===== src/rtl/bmt_pkg.sv =====
package bmt_pkg;
  localparam int SUB_BITS   = 32;
  localparam int SUB_STATES = 2 * SUB_BITS;
  localparam int SLOT_W     = $clog2(SUB_STATES);
  localparam int PRE_STATES = 8;

  typedef enum logic [1:0] {
    PRE_BLK = 2'd0,
    PRE_CH1 = 2'd1,
    PRE_CH2 = 2'd2
  } pre_t;

  // state pattern for a preceding line level of 0, first state in bit 7
  function automatic logic [PRE_STATES-1:0] pre_pattern(input pre_t p);
    case (p)
      PRE_BLK: pre_pattern = 8'b1110_1000;
      PRE_CH1: pre_pattern = 8'b1110_0010;
      default: pre_pattern = 8'b1110_0100;
    endcase
  endfunction
endpackage


===== src/rtl/bmt_timebase.sv =====
module bmt_timebase
  import bmt_pkg::*;
#(
  parameter int STATE_DIV = 2,
  parameter int FRAMES    = 192,
  localparam int FW = $clog2(FRAMES),
  localparam int DW = (STATE_DIV > 1) ? $clog2(STATE_DIV) : 1
) (
  input  logic              clk,
  input  logic              rst,
  input  logic              run,
  output logic              tick,
  output logic [SLOT_W-1:0] slot,
  output logic              sub,
  output logic [FW-1:0]     frame
);
  localparam logic [SLOT_W-1:0] LAST_SLOT  = SLOT_W'(SUB_STATES - 1);
  localparam logic [FW-1:0]     LAST_FRAME = FW'(FRAMES - 1);

  generate
    if (STATE_DIV > 1) begin : g_div
      logic [DW-1:0] div_q;
      always_ff @(posedge clk) begin
        if (rst || !run)                      div_q <= '0;
        else if (div_q == DW'(STATE_DIV - 1)) div_q <= '0;
        else                                  div_q <= div_q + 1'b1;
      end
      assign tick = run && (div_q == DW'(STATE_DIV - 1));
    end else begin : g_nodiv
      assign tick = run;
    end
  endgenerate

  always_ff @(posedge clk) begin
    if (rst || !run) begin
      slot  <= '0;
      sub   <= 1'b0;
      frame <= '0;
    end else if (tick) begin
      if (slot == LAST_SLOT) begin
        slot <= '0;
        sub  <= ~sub;
        if (sub) frame <= (frame == LAST_FRAME) ? '0 : frame + 1'b1;
      end else begin
        slot <= slot + 1'b1;
      end
    end
  end

  // the frame counter never leaves the block range
  a_r10_frame_bound: assert property (@(posedge clk) disable iff (rst)
    frame <= LAST_FRAME);
endmodule


===== src/rtl/bmt_subframe.sv =====
module bmt_subframe
  import bmt_pkg::*;
#(
  parameter int SAMPLE_W = 24,
  parameter int CS_BITS  = 42,
  parameter int FRAMES   = 192,
  localparam int FW  = $clog2(FRAMES),
  localparam int CSW = $clog2(CS_BITS)
) (
  input  logic [SAMPLE_W-1:0] sample,
  input  logic                sub,
  input  logic [FW-1:0]       frame,
  input  logic [CS_BITS-1:0]  cs_word,
  input  logic                valid_flag,
  input  logic                stereo,
  output pre_t                pre,
  output logic [SUB_BITS-1:0] word
);
  localparam int AUD_LO = 4;
  localparam int V_POS  = 28;
  localparam int U_POS  = 29;
  localparam int C_POS  = 30;
  localparam int P_POS  = 31;
  localparam int CH_LO  = 20;
  localparam int CH_HI  = 23;

  logic cs_bit;

  always_comb begin
    cs_bit = 1'b0;
    if (frame < FW'(CS_BITS)) cs_bit = cs_word[frame[CSW-1:0]];
    if (frame >= FW'(CH_LO) && frame <= FW'(CH_HI))
      cs_bit = stereo && (frame == (sub ? FW'(CH_LO + 1) : FW'(CH_LO)));
  end

  always_comb begin
    word = '0;
    word[AUD_LO + SAMPLE_W - 1 : AUD_LO] = sample;
    word[V_POS] = valid_flag;
    word[U_POS] = 1'b0;
    word[C_POS] = cs_bit;
    word[P_POS] = ^word[C_POS:AUD_LO];
  end

  always_comb begin
    if (sub)                  pre = PRE_CH2;
    else if (frame == '0)     pre = PRE_BLK;
    else                      pre = PRE_CH1;
  end
endmodule


===== src/rtl/bmt_encoder.sv =====
module bmt_encoder
  import bmt_pkg::*;
(
  input  logic                clk,
  input  logic                rst,
  input  logic                en,
  input  logic                tick,
  input  logic [SLOT_W-1:0]   slot,
  input  pre_t                pre,
  input  logic [SUB_BITS-1:0] word,
  output logic                line
);
  logic                  line_q, pol_q, lvl_n;
  logic [PRE_STATES-1:0] pat;
  logic [SLOT_W-2:0]     bit_i;

  always_comb begin
    pat   = pre_pattern(pre);
    bit_i = slot[SLOT_W-1:1];
    if (slot < SLOT_W'(PRE_STATES)) begin
      if (slot == '0) lvl_n = pat[PRE_STATES-1] ^ line_q;
      else            lvl_n = pat[3'd7 - slot[2:0]] ^ pol_q;
    end else if (!slot[0]) begin
      lvl_n = ~line_q;
    end else begin
      lvl_n = line_q ^ word[bit_i];
    end
  end

  always_ff @(posedge clk) begin
    if (rst || !en) begin
      line_q <= 1'b0;
      pol_q  <= 1'b0;
    end else if (tick) begin
      line_q <= lvl_n;
      if (slot == '0) pol_q <= line_q;
    end
  end

  assign line = line_q;

  // disabled output goes low at the next edge
  a_r1_line_low: assert property (@(posedge clk) disable iff (rst)
    !en |=> !line_q);
  // the preamble opens with a change of level
  a_r3_pre_edge: assert property (@(posedge clk) disable iff (rst)
    (en && tick && slot == '0) |=> (line_q != $past(line_q)));
  // every data bit opens with a change of level
  a_r6_bit_edge: assert property (@(posedge clk) disable iff (rst)
    (en && tick && slot >= SLOT_W'(PRE_STATES) && !slot[0]) |=> (line_q != $past(line_q)));
  // the line only moves on a state tick
  a_r6_hold: assert property (@(posedge clk) disable iff (rst)
    (en && !tick) |=> $stable(line_q));
endmodule


===== src/rtl/bmc_audio_tx.sv =====
module bmc_audio_tx
  import bmt_pkg::*;
#(
  parameter int STATE_DIV = 2,
  parameter int SAMPLE_W  = 24,
  parameter int CS_BITS   = 42,
  parameter int FRAMES    = 192,
  localparam int FW = $clog2(FRAMES)
) (
  input  logic                clk,
  input  logic                rst,
  input  logic                tx_en,
  input  logic                smp_valid,
  input  logic [SAMPLE_W-1:0] smp_left,
  input  logic [SAMPLE_W-1:0] smp_right,
  input  logic [CS_BITS-1:0]  cs_word,
  input  logic                valid_flag,
  input  logic                stereo,
  output logic                tx_line
);
  logic                tick, sub;
  logic [SLOT_W-1:0]   slot;
  logic [FW-1:0]       frame;
  logic [SAMPLE_W-1:0] hold_l, hold_r, cur_l, cur_r;
  logic                frame_start;
  pre_t                pre;
  logic [SUB_BITS-1:0] word;

  assign frame_start = tick && (slot == '0) && !sub;

  always_ff @(posedge clk) begin
    if (rst) begin
      hold_l <= '0;
      hold_r <= '0;
      cur_l  <= '0;
      cur_r  <= '0;
    end else begin
      if (smp_valid) begin
        hold_l <= smp_left;
        hold_r <= smp_right;
      end
      if (frame_start) begin
        cur_l <= hold_l;
        cur_r <= hold_r;
      end
    end
  end

  bmt_timebase #(.STATE_DIV(STATE_DIV), .FRAMES(FRAMES)) tb_i (
    .clk(clk), .rst(rst), .run(tx_en),
    .tick(tick), .slot(slot), .sub(sub), .frame(frame)
  );

  bmt_subframe #(.SAMPLE_W(SAMPLE_W), .CS_BITS(CS_BITS), .FRAMES(FRAMES)) sf_i (
    .sample(sub ? cur_r : cur_l), .sub(sub), .frame(frame),
    .cs_word(cs_word), .valid_flag(valid_flag), .stereo(stereo),
    .pre(pre), .word(word)
  );

  bmt_encoder enc_i (
    .clk(clk), .rst(rst), .en(tx_en), .tick(tick),
    .slot(slot), .pre(pre), .word(word), .line(tx_line)
  );

  // a frame start loads the held pair
  a_r9_latch: assert property (@(posedge clk) disable iff (rst)
    frame_start |=> (cur_l == $past(hold_l) && cur_r == $past(hold_r)));
endmodule


===== config.mk =====
export PLATFORM = sky130hd
export DESIGN_NAME = bmc_audio_tx
export DESIGN_NICKNAME = d
export VERILOG_FILES = /design/src/rtl/bmt_pkg.sv /design/src/rtl/bmt_timebase.sv /design/src/rtl/bmt_subframe.sv /design/src/rtl/bmt_encoder.sv /design/src/rtl/bmc_audio_tx.sv
export SDC_FILE = /design/constraint.sdc
export NUM_CORES = 1
export LEC_CHECK = 0
export ABC_AREA = 1
export BUFFER_PORTS_ARGS = -buffer_cell sky130_fd_sc_hd__clkbuf_2
export CAP_MARGIN = 40
export CORE_MARGIN = 10
export CORE_UTILIZATION = 55
export DETAILED_ROUTE_END_ITERATION = 12
export GPL_TIMING_DRIVEN = 1
export PLACE_DENSITY = 0.81
export SKIP_LAST_GASP = 1
export SLEW_MARGIN = 10
export SYNTH_ARGS = -nofsm -noshare
export SYNTH_HDL_FRONTEND = slang
export SYNTH_SLANG_ARGS = --single-unit

===== constraint.sdc =====
create_clock -name clk -period 3 [get_ports clk]
set_input_delay 0.3 -clock clk [delete_from_list [all_inputs] [get_ports clk]]
set_output_delay 0.3 -clock clk [all_outputs]
set_load 0.02 [all_outputs]

## Yosys cells after proc, flatten, opt, wreduce, memory -nomap -nowiden

Index checks and enable logic that the tools add are counted.

| word-level totals | value |
|---|---|
| flip-flop bits (word level) | 114 |
| latch bits | 0 |
| RAM bits | 0 |
| bits in read-only memories | 0 |
| input port bits | 96 |
| output and inout port bits | 1 |
| word-level logic and storage cells | 64 |
| memories | 0 |

| operators by class | value |
|---|---|
| add/subtract/negate cells | 4 |
| multiply operators | 0 |
| div/mod/pow operators | 0 |
| magnitude comparators | 7 |
| equality and inequality tests | 4 |
| shifts and indexed selects | 0 |
| mux-type cells | 18 |
| bitwise operators | 5 |
| reduce and logical (&&, ||, !) cells | 16 |

Operator list:

| kind | count |
|---|---|
| 27-bit XOR reduction | 1 |
| 24-bit 2-to-1 mux | 1 |
| 1-bit 2-to-1 mux | 10 |
| 8-bit by 1-bit adder with 8-bit output, second input constant | 1 |
| 8-bit equality test | 1 |
| 8-bit equality test, second input constant | 1 |
| 8-bit by 5-bit >= comparator with 1-bit output, second input constant | 1 |
| 8-bit by 5-bit <= comparator with 1-bit output, second input constant | 1 |
| 8-bit logical NOT | 1 |
| 8-bit by 6-bit less-than comparator with 1-bit output, second input constant | 1 |
| 8-bit 2-to-1 mux | 1 |
| 4-bit one-hot mux with 2 select lines | 1 |
| 6-bit by 7-bit less-than comparator with 1-bit output, second input constant | 1 |
| 6-bit by 1-bit adder with 6-bit output, second input constant | 1 |
| 1-bit binary-select mux with 6-bit select | 1 |
| 6-bit equality test, second input constant | 1 |
| 6-bit logical NOT | 1 |
| 5-bit by 6-bit less-than comparator with 1-bit output, second input constant | 1 |
| 6-bit by 4-bit less-than comparator with 1-bit output, second input constant | 1 |
| 6-bit 2-to-1 mux | 1 |
| 1-bit binary-select mux with 5-bit select | 1 |
| 1-bit logical AND | 5 |
| 3-bit by 4-bit less-than comparator with 1-bit output, second input constant | 1 |
| 2-bit AND reduction | 2 |
| 13 further kinds | 16 |

## Logic depth before layout (Yosys ltp)

Gate-level depths: netlist (run 1).

| logic depth | value |
|---|---|
| depth in word-level cells | 10 |
| mapped depth | 24 |
| depth with buffers taken out | 23 |

## By module

From an unflattened synthesis (run 1), not the netlist that was laid out.

| unflattened totals | value |
|---|---|
| cell total of the unflattened synthesis | 1099 |
| area total of the unflattened synthesis | 6736.5 um^2 |

Modules (own cells, without submodules):

| module | instances | cells each | area each (um^2) | seq. area each (um^2) |
|---|---|---|---|---|
| bmc_audio_tx | 1 | 560 | 3906.2 | 1921.8 |
| bmt_subframe | 1 | 269 | 1337.5 | 0.0 |
| bmt_timebase | 1 | 137 | 869.6 | 320.3 |
| bmt_encoder | 1 | 133 | 623.1 | 40.0 |

## Worst setup path before layout (run 1)

OpenSTA, ideal clock, no wires.

| timing | value |
|---|---|
| path type | reg-to-reg |
| from | register tb_i.slot[1] |
| to | register tb_i.frame[7] |
| setup time | 0.080 ns |
| arrival | 1.851 ns |
| data required time | 2.920 ns |
| setup slack | 1.070 ns |
| cell stages (with the launch flop) | 15 |
| path buffers | 0 |
| period minus slack after synthesis | 1.930 ns |
| path through | dfxtp_1 -> ha_1 -> nand2_1 -> nor3_1 -> inv_1 -> nor2_1 -> inv_1 -> nor2_1 -> inv_2 -> nor3_1 -> inv_1 -> nor2_1 -> inv_1 -> o21ai_1 -> nor3b_1 |

| between the ends | value |
|---|---|
| word-level cells in the longest chain between the ends | 2 |

RTL lines:

| item | line | text |
|---|---|---|
| start, declared | bmt_timebase.sv:13 | `output logic [SLOT_W-1:0] slot,` |
| start signal, assigned | bmt_timebase.sv:45 | `slot <= slot + 1'b1;` |
| 6-bit equality test | bmt_timebase.sv:40 | `if (slot == LAST_SLOT) begin` |
| 3-bit AND reduction (no source line) | n/a |  |
| end signal, assigned | bmt_timebase.sv:43 | `if (sub) frame <= (frame == LAST_FRAME) ? '0 : frame + 1'b1;` |
| end, declared | bmt_timebase.sv:15 | `output logic [FW-1:0] frame` |

Every way passes these cells.
A chain may end at the register's enable or synchronous reset.

## Worst setup path after layout (run 1)

Same ends and word-level chain as after synthesis.

==> out/metrics.cfg, run 1 <==
[status]
status=completed

[clocking]
cts_inserted_buffers=17
post_cts_resized=0
postCtsSetupRepairBufs=0
tritoncts=done
worstSkewPairLatency_ns=0.52
path_clk_slew_ns=0.06
clkSinkCount=114
cts_root_buffer=clkbuf_8
hold_buffers=9
clk_path_buf_depth=2
cts_max_level=4

[critical_path]
cp_common_cell=inv_1
critPathKind=flip-flop to flip-flop
rrSetupSlack_ns=0.48
slowest_delay_ns=0.62
reg2reg_from=tb_i.slot[1]$_SDFFE_PP0P_
startpoint_type=flip-flop
path_cells=ha_1 -> nand2_1 -> nor3_1 -> inv_1 -> nor2_1 -> inv_1 -> nor2_1 -> inv_2 -> nor3_1 -> inv_1 -> nor2_1 -> inv_1 -> o21ai_1 -> nor3b_1
worst_ep_arrival_time_ns=2.96
endpoint_kind=flip-flop
r2r_cells=14
cp.required_ns=3.44
cp_max_fo=16
cp_slowest_cell=dfxtp_1
reg2reg_to=tb_i.frame[7]$_SDFFE_PP0P_

[floorplanning]
dieArea_um2=15500
die_h_um=125
core_um2=10800
io_pins=97
num_rows=38
die_x_um=125
start_util_pct=55.8

[placed_design]
place_area_um2=6550
dp_hpwl_um=11500
gp_congestion=0.861
post-place-ws_ns=0.544
dp_cells=1167
io_buffers=96

[yosys]
yosys.cell_types.count=35
synth_top_family_by_area=simple AND/OR/NAND/NOR gates
yosysSeqAreaShare_pct=37.9
ys.flop_type=dfxtp_1
synth_xor_xnor_area_share_pct=0.582
synth_cells=968
synth_compound_area_share_pct=19.6
syn_nets=1068
ys_async_sr_fraction_pct=0
synth_edf_count=0
syn_area_um2=6020
synth-simple-area-share_pct=31.6
syn_avg_cell_area_um2=6.22
ys_ff_latch=114
yosys_warnings=0
synthAdderAreaFrac_pct=0.832
synthMuxAreaShare_pct=0

[timing]
rsz0062_at_grt=no
finalHoldViolCount=0
setup_ws_ns=0.484
finClkSkew_ns=0.00681
slew_violations=0
setup_tns_ns=0
fin_crit_sh_pct=83.9
setup_viol=0
max_freq_ghz=0.397
max_slew_margin_pct=41.8
worstMarginPinSlew_ns=0.872
period_needed_ns=2.52

[finish]
stdcell_area_um2=7190
fin_cells=1208
final_cell_mix=nand2_1 (292), nor2_1 (149), o21ai_0 (122)
layout_commonest_cell=nand2_1
area_growth_pct=19.5
drive_gt1_share_pct=14.3
layout.nets=1155
utilization_pct=66.6
n_antenna_cell=0
fillers=976

[route]
num_vias=6259
drt-pass1-iter-count=5
antenna_left=0
drtIter0Drc=444
drc_errors=0
vias_per_cell=5.18
avgRoutedWirePerCell_um=13.2
totalWireLength_um=15900

[pwr]
vdd_drop_max_v=0.000510
p_leak_nw=3.29
powerDensity_nw_per_um2=539

[global_route]
grt_max_degree=92
antenna_found_initial=0
grt_pass1_vias=5853
grt_pass1_wl_um=27100
overflow=0
grt_usage_pct=20.2

[hold_path]
hold_path_depth=3
hold_class=input port to flip-flop
min_from=smp_left[11]
hold_end=hold_l[11]$_SDFFE_PP0P_

[run]
maxCapViolations=0

## worst max path at each step
| stage | start | endpoint | cells after the start | slack (ns) |
|---|---|---|---|---|
| finish | tb_i.slot[1]$_SDFFE_PP0P_ | tb_i.frame[7]$_SDFFE_PP0P_ | 14 | 0.48 |
| global route | tb_i.slot[1]$_SDFFE_PP0P_ | tb_i.frame[7]$_SDFFE_PP0P_ | 14 | 0.19 |
| CTS | tb_i.slot[1]$_SDFFE_PP0P_ | tb_i.frame[7]$_SDFFE_PP0P_ | 14 | 0.53 |
| detailed placement | tb_i.slot[1]$_SDFFE_PP0P_ | tb_i.frame[7]$_SDFFE_PP0P_ | 14 | 0.54 |
| global placement | tb_i.slot[1]$_SDFFE_PP0P_ | tb_i.frame[7]$_SDFFE_PP0P_ | 14 | 0.57 |
| floorplan | tb_i.slot[1]$_SDFFE_PP0P_ | tb_i.frame[7]$_SDFFE_PP0P_ | 14 | 1.07 |
## area by class of cell
class	instances	area (um^2)	share of cell area (%)
inverter	86	323	4.49
clock inverter	14	120	1.67
tap	140	175	2.44
sequential	114	2280	31.8
clock buffer	18	428	5.95
multi-input combinational	718	3170	44.1
timing repair buffer	118	693	9.64
## registers in the layout (all words and copies together) (netlist names)
name              count
enc_i.line            1
hold_r               24
tb_i.frame            8
tb_i.slot             6
cur_r                24
tb_i.g_div.div_q      1
cur_l                24
tb_i.sub              1
hold_l               24
enc_i.pol_q           1
## cell families after synthesis
| logic type | Yosys count |
|---|---|
| buffers and inverters | 136 |
| xor gates and xnor gates | 4 |
| and+or+nand+nor | 487 |
| DFF | 114 |
| adders and majority gates | 4 |
| AOI/OAI and AO/OA | 223 |
## power breakdown
part           internal (mW)  leakage [nW]  switching (mW)  total (mW)
registers               1.59         0.936          0.0398        1.63
clock network           1.06         0.258           0.778        1.84
logic                  0.161          2.10           0.245       0.406
## critical path: cells and delay by family (launching register included)
family          cells  cell delay, ns
simple gates        7            0.97
fa+ha+maj           1            0.31
flops               1            0.62
buf+inv             5            0.39
compound gates      1            0.12
## synth_stat cells (2+ instances only)
cell       count  area [um^2]
clkbuf_1      32          120
ha_1           4         50.1
nor2_1       149          559
nand3_1       26          130
o21ai_0      122          611
nand2_1      293         1100
xor2_1         4         35.0
a211oi_1       3         22.5
o221ai_1       3         26.3
a311oi_1       2         17.5
inv_1         83          312
o2111ai_1      2         17.5
dfxtp_1      114         2280
a31oi_1        2         12.5
buf_2         11         55.1
a21boi_0       2         15.0
o21ai_2        2         17.5
o22ai_1        2         12.5
buf_6          3         33.8
inv_2          2         7.51
nand3b_1       2         15.0
o21ai_1       15         75.1
nand4_1        3         18.8
buf_4          3         22.5
nand2_2        3         18.8
nor3_1         9         45.0
a21oi_1       64          320
## per-stage QoR
| stage | total power [mW] | hold WS, ns |
|---|---|---|
| floorplan | 1.91 | 0.369 |
| global placement | 2.04 | 0.431 |
| detailed placement | 2.05 | 0.440 |
| CTS | 3.88 | 0.000932 |
| global route | 4.04 | 0.00154 |
| finish | 3.88 | 0.00231 |
## per-layer routing
metal  global-route usage, %  up-vias  share of wire [%]
met5                       0        -                  0
met4                    5.28        0                1.2
met3                    5.40       18                6.8
met2                    32.8      198                 46
met1                    25.9     2770                 46
li1                        -     3273                  -
(Power assumes the default switching activity.)
==> inputs of run 2 (changes only) <==
CORE_UTILIZATION = 51   (was 55)
PLACE_DENSITY = 0.79   (was 0.81)
clock period = 2.1 ns   (was 3 ns; I/O delays follow)
==> run 2 against run 1 <==
Compared with the run above: via count rose by 10%; worst setup slack got worse by 0.68 ns; the flow now finishes with violations (negative setup slack); highest routed layer unchanged; critical path type unchanged; total power rose by 60%.
==> out/metrics.cfg, run 2 (synthesized netlist as in run 1, its figures left out) <==
[critical_path]
cp.required_ns=2.46  ; -0.98 ns
startpoint_type=flip-flop
endpoint_kind=flip-flop
rrSetupSlack_ns=-0.20  ; -0.68 ns
cp_slowest_cell=dfxtp_4
slowest_delay_ns=0.39  ; -0.23 ns
cp_common_cell=nand2_1
critPathKind=flip-flop to flip-flop
reg2reg_to=enc_i.line$_SDFFE_PP0P_
cp_max_fo=5  ; -11
path_cells=buf_12 -> buf_4 -> nand2_1 -> nand2_1 -> nand2_2 -> nand2_1 -> nand2_1 -> nand2_1 -> nand3b_1 -> nand2_2 -> inv_1 -> nand2_1 -> nand3_1 -> nand2_1 -> nand3_1 -> nand2_1 -> nand2_1 -> nand2_1 -> nand2_1 -> nand2_1 -> nand2_1 -> a21oi_2
reg2reg_from=tb_i.sub$_SDFFE_PP0P_
r2r_cells=22  ; +8
worst_ep_arrival_time_ns=2.65  ; -0.31 ns

[route]
antenna_left=0  ; unchanged
num_vias=6911  ; +10%
totalWireLength_um=19600  ; +23%
vias_per_cell=5.47  ; +5.6%
drtIter0Drc=675  ; +52%
drt-pass1-iter-count=6  ; +1
avgRoutedWirePerCell_um=15.5  ; +18%
drc_errors=0  ; unchanged

[clocking]
clkSinkCount=114  ; unchanged
cts_inserted_buffers=17  ; unchanged
path_clk_slew_ns=0.06  ; about the same
cts_root_buffer=clkbuf_16
clk_path_buf_depth=2  ; unchanged
tritoncts=done
cts_max_level=4  ; unchanged
hold_buffers=0  ; -9
worstSkewPairLatency_ns=0.42  ; -0.10 ns

[finish]
layout.nets=1208  ; +4.6%
layout_commonest_cell=nand2_1
drive_gt1_share_pct=25.9  ; +12 points
fillers=844  ; -14%
fin_cells=1263  ; +4.6%
n_antenna_cell=0  ; unchanged
utilization_pct=71.9  ; +5.3 points
final_cell_mix=nand2_1 (247), nor2_1 (145), o21ai_0 (119)
area_growth_pct=37.1

[timing]
worstMarginPinSlew_ns=0.412  ; -0.459 ns
max_slew_margin_pct=72.5  ; +31 points
slew_violations=0  ; unchanged
fin_crit_sh_pct=109  ; +25 points
finClkSkew_ns=0.00766  ; +0.000851 ns
finalHoldViolCount=0  ; unchanged
rsz0062_at_grt=yes
hold-worst-slack_ns=0.00955  ; +0.00724 ns
setup_ws_ns=-0.197  ; -0.680 ns
setup_viol=1  ; +1
max_freq_ghz=0.435  ; +9.6%
period_needed_ns=2.30  ; -0.220 ns

[run]
maxCapViolations=0  ; unchanged

[global_route]
grt_pass1_wl_um=28000  ; +3.6%
overflow=0  ; unchanged
grt_pass1_vias=6108  ; +4.4%
grt_usage_pct=20.1  ; -0.099 points
antenna_found_initial=0  ; unchanged
grt_max_degree=92  ; unchanged

[floorplanning]
dieArea_um2=16500  ; +6.6%
start_util_pct=52.5  ; -3.3 points
num_rows=39  ; +2.6%
io_pins=97  ; unchanged
die_x_um=129  ; +3.2%
die_h_um=129  ; +3.2%
core_um2=11500  ; +6.2%

[placed_design]
io_buffers=96  ; unchanged
dp_hpwl_um=11900  ; +3.0%
post-place-ws_ns=-0.0446  ; -0.588 ns
gp_congestion=0.891  ; +3.4%
dp_cells=1206  ; +3.3%

[status]
violations=negative setup slack
status=complete, but fails checks

[hold_path]
hold_path_depth=3  ; unchanged
hold_end=hold_l[8]$_SDFFE_PP0P_
min_from=smp_left[8]
hold_class=input port to flip-flop

[pwr]
total_power_mw=6.22  ; +60%
vdd_drop_max_v=0.000699  ; +37%
powerDensity_nw_per_um2=754  ; +40%
p_leak_nw=3.77  ; +15%

run 2: changes by cell type in the layout (fill, tap and decap cells not counted), sizes merged:
| cell | previous run | this run |
|---|---|---|
| inv | 93 | 83 |
| dlygate4sd3 | 9 | 0 |
| clkbuf | 114 | 124 |
| buf | 13 | 69 |
| clkinv | 3 | 6 |
| clkinvlp | 4 | 1 |
| bufinv | 0 | 5 |
run 2: area by class of cell:
class                   count  area, um^2  share of cell area, %
well taps                 143         179                   2.17
clock inverters             9         178                   2.15
clock buffers              22         474                   5.75
multi-input cells         718        3470                   42.1
inverters                  86         339                   4.11
repair buffers            171        1320                   16.0
flip-flops and latches    114        2290                   27.7
run 2: repair_timing:
action / in CTS / in global routing
pin swaps: 7 / 24
setup buffers: 0 / 17
gates cloned: 1 / 8
endpoints found under the setup margin: 1 / 9
resized for setup: 10 / 97
run 2: how the worst max path moves through the flow:
| stage | slack (ns) | cells past startpoint | startpoint | to |
|---|---|---|---|---|
| floorplan | 0.17 | 14 | tb_i.slot[1]$_SDFFE_PP0P_ | tb_i.frame[7]$_SDFFE_PP0P_ |
| global route | -0.40 | 22 | tb_i.sub$_SDFFE_PP0P_ | enc_i.line$_SDFFE_PP0P_ |
| global placement | 0.02 | 22 | tb_i.sub$_SDFFE_PP0P_ | enc_i.line$_SDFFE_PP0P_ |
| detailed placement | -0.04 | 22 | tb_i.sub$_SDFFE_PP0P_ | enc_i.line$_SDFFE_PP0P_ |
| finish | -0.20 | 22 | tb_i.sub$_SDFFE_PP0P_ | enc_i.line$_SDFFE_PP0P_ |
| CTS | 0.02 | 24 | tb_i.sub$_SDFFE_PP0P_ | enc_i.line$_SDFFE_PP0P_ |
run 2: worst max-delay path, delay by kind of cell (launching register included):
kind / cells / cell delay, ns
simple gates: 18 / 1.40
flops: 1 / 0.39
buf+inv: 3 / 0.34
compound gates: 1 / 0.10
run 2: routing by layer:
metal / track usage, % / wire length, um / up-vias
met3: 5.09 / 1470 / 53
met1: 25.6 / 8210 / 3171
met2: 32.8 / 9490 / 307
li1: - / - / 3380
met4: 6.22 / 428 / 0
met5: 0 / 0 / -
run 2: report_power, final:
part | total [mW] | internal (mW) | switching, mW
clock network | 3.20 | 2.19 | 1.01
registers | 2.33 | 2.27 | 0.0586
logic | 0.686 | 0.275 | 0.411
total | 6.22 | 4.74 | 1.48
run 2: through the flow:
| stage | cell area, um^2 | setup TNS [ns] |
|---|---|---|
| global route | 8250 | -0.643 |
| floorplan | 6020 | 0 |
| CTS | 7610 | 0 |
| detailed placement | 6900 | -0.0446 |
| finish | 8250 | -0.197 |
| global placement | 6900 | 0 |
==> inputs of run 3 (changes only) <==
CELL_PAD_IN_SITES_DETAIL_PLACEMENT = 1   (was not set)
CELL_PAD_IN_SITES_GLOBAL_PLACEMENT = 1   (was not set)
CORE_UTILIZATION = 39   (was 51)
PLACE_DENSITY = 0.82   (was 0.79)
clock period = 2.4 ns   (was 2.1 ns; I/O delays follow)
==> run 3 against run 2 <==
Compared with the run above: the flow now finishes without violations; clock skew about the same; maximum frequency shrank 1.5%; via count decreased by 5.3%; worst setup slack improved by 0.27 ns; flip-flop and latch count is the same; clock power decreased by 24%; critical path type unchanged; core utilization fell by 22 points; critical endpoint unchanged; die area rose by 26%; global-route usage decreased by 0.85 points; final cell count increased by 0.71%.
==> out/metrics.cfg, run 3 (synthesized netlist as in run 1, its figures left out) <==
[floorplanning]
die_x_um=144  ; +12%
num_rows=45  ; +15%
dieArea_um2=20800  ; +26%
die_h_um=144  ; +12%
core_um2=15100  ; +32%
io_pins=97  ; unchanged
start_util_pct=39.7  ; -13 points

[finish]
layout_commonest_cell=nand2_1
final_cell_mix=nand2_1 (278), nor2_1 (147), o21ai_0 (121)
n_antenna_cell=0  ; unchanged
utilization_pct=50.2  ; -22 points
layout.nets=1171  ; -3.1%
fin_cells=1272  ; +0.71%
drive_gt1_share_pct=18.4  ; -7.5 points
area_growth_pct=26.4

[critical_path]
cp_slowest_cell=dfxtp_4
startpoint_type=flip-flop
path_cells=clkbuf_16 -> nand2_1 -> o21ai_1 -> nand3b_1 -> nand2_1 -> nand3b_1 -> nand2_2 -> inv_1 -> nand2_1 -> nand3_1 -> nand2_1 -> nand3_1 -> nand2_1 -> nand2_1 -> nand2_1 -> nand2_1 -> nand2_1 -> nand2_1 -> a21oi_2
slowest_delay_ns=0.48  ; +0.09 ns
cp.required_ns=2.75  ; +0.29 ns
r2r_cells=19  ; -14%
cp_max_fo=7  ; +2
worst_ep_arrival_time_ns=2.68  ; +0.03 ns
critPathKind=flip-flop to flip-flop
endpoint_kind=flip-flop
cp_common_cell=nand2_1

[clocking]
clk_path_buf_depth=2  ; unchanged
path_clk_slew_ns=0.06  ; about the same
worstSkewPairLatency_ns=0.42  ; about the same
cts_max_level=4  ; unchanged
clkSinkCount=114  ; unchanged
tritoncts=done
cts_inserted_buffers=17  ; unchanged
hold_buffers=0  ; unchanged
cts_root_buffer=clkbuf_16

[pwr]
combinationalPowerShare_pct=11.0  ; about the same
p_clk_share_pct=48.5  ; -3.0 points
p_leak_nw=3.45  ; -8.4%
p_int_mw=3.67  ; -23%
swShare_pct=27.0  ; +3.2 points
seqPwrFrac_pct=40.6  ; +3.1 points
total_power_mw=5.02  ; -19%
powerDensity_nw_per_um2=660  ; -12%
p_sw_mw=1.36  ; -8.3%
vdd_drop_max_v=0.000462  ; -34%

[timing]
fin_crit_sh_pct=97.1  ; -12 points
slew_violations=0  ; unchanged
rsz0062_at_grt=yes
max_freq_ghz=0.429  ; -1.5%
max_slew_margin_pct=59.4  ; -13 points
setup_viol=0  ; -1
setup_ws_ns=0.0696  ; +0.266 ns
finalHoldViolCount=0  ; unchanged
worstMarginPinSlew_ns=0.609  ; +0.196 ns
period_needed_ns=2.33  ; +0.0338 ns
finClkSkew_ns=0.00776  ; +0.000101 ns

[global_route]
grt_usage_pct=19.3  ; -0.85 points
overflow=0  ; unchanged
antenna_found_initial=0  ; unchanged
grt_pass1_vias=6801  ; +11%
grt_pass1_wl_um=32400  ; +16%
grt_max_degree=92  ; unchanged

[status]
status=completed

[hold_path]
hold_class=input port to flip-flop
hold_path_depth=3  ; unchanged

[route]
vias_per_cell=5.15  ; -6.0%
drc_errors=0  ; unchanged
drtIter0Drc=275  ; -59%
avgRoutedWirePerCell_um=16.0  ; +3.4%
antenna_left=0  ; unchanged
totalWireLength_um=20400  ; +4.1%
num_vias=6546  ; -5.3%
drt-pass1-iter-count=4  ; -2

[placed_design]
gp_congestion=0.882  ; -1.0%
dp_cells=1234  ; +2.3%
dp_hpwl_um=14200  ; +20%
post-place-ws_ns=0.124  ; +0.169 ns
io_buffers=96  ; unchanged

[run]
maxCapViolations=0  ; unchanged

run 3: changes by cell type in the layout (fill, tap and decap cells not counted), sizes merged:
cell      change
buf          -35
bufinv        -4
clkbuf        -5
clkinv        -1
clkinvlp      +3
inv           +6
run 3: final cells by class:
cell class / instances / area (um^2)
inverter: 86 / 328
clock buffer: 19 / 443
tap: 188 / 235
timing repair buffer: 134 / 956
multi-input combinational: 718 / 3240
sequential: 114 / 2290
clock inverter: 13 / 126
fill: 2056 / 7540
run 3: worst paths after layout:
| check | start | end | slack (ns) |
|---|---|---|---|
| max reg2reg | tb_i.sub$_SDFFE_PP0P_ | enc_i.line$_SDFFE_PP0P_ | 0.07 |
| max | tb_i.sub$_SDFFE_PP0P_ | enc_i.line$_SDFFE_PP0P_ | 0.07 |
| min | smp_left[17] | hold_l[17]$_SDFFE_PP0P_ | 0.04 |
| min reg2reg | tb_i.g_div.div_q$_SDFF_PP0_ | tb_i.g_div.div_q$_SDFF_PP0_ | 0.45 |
run 3: per-stage QoR:
step	hold WS (ns)	TNS (ns)	instance area (um^2)
floorplan	0.309	0	6020
CTS	0.0326	0	7400
global placement	0.438	0	6830
global route	0.0449	-0.185	7610
finish	0.0422	0	7610
detailed placement	0.451	0	6830
run 3: critical path, delay by kind of cell, from the launching register on:
family / cells / cell delay, ns
simple gates: 15 / 1.25
buf+inv: 2 / 0.25
flops: 1 / 0.48
compound gates: 2 / 0.30
run 3: per-layer routing:
metal	global-route usage [%]	wire length (um)	up-vias
met2	34.3	10100	127
met4	7.98	603	0
li1	-	-	3301
met5	0	0	-
met3	4.43	948	37
met1	21.6	8800	3081
run 3: repair_timing:
item                       4_1_cts  5_1_grt
setup buffers                    0        2
setup endpoints to repair        0        5
gates resized for setup          0       31
run 3: power groups by stage:
stage	Combinational, mW	Sequential (mW)	Clock [mW]
2_1_floorplan	0.326	2.06	0
3_3_place_gp	0.508	2.07	0
3_5_place_dp	0.527	2.08	0
4_1_cts	0.537	2.04	2.48
5_1_grt	0.631	2.05	2.58
6_report	0.551	2.04	2.43
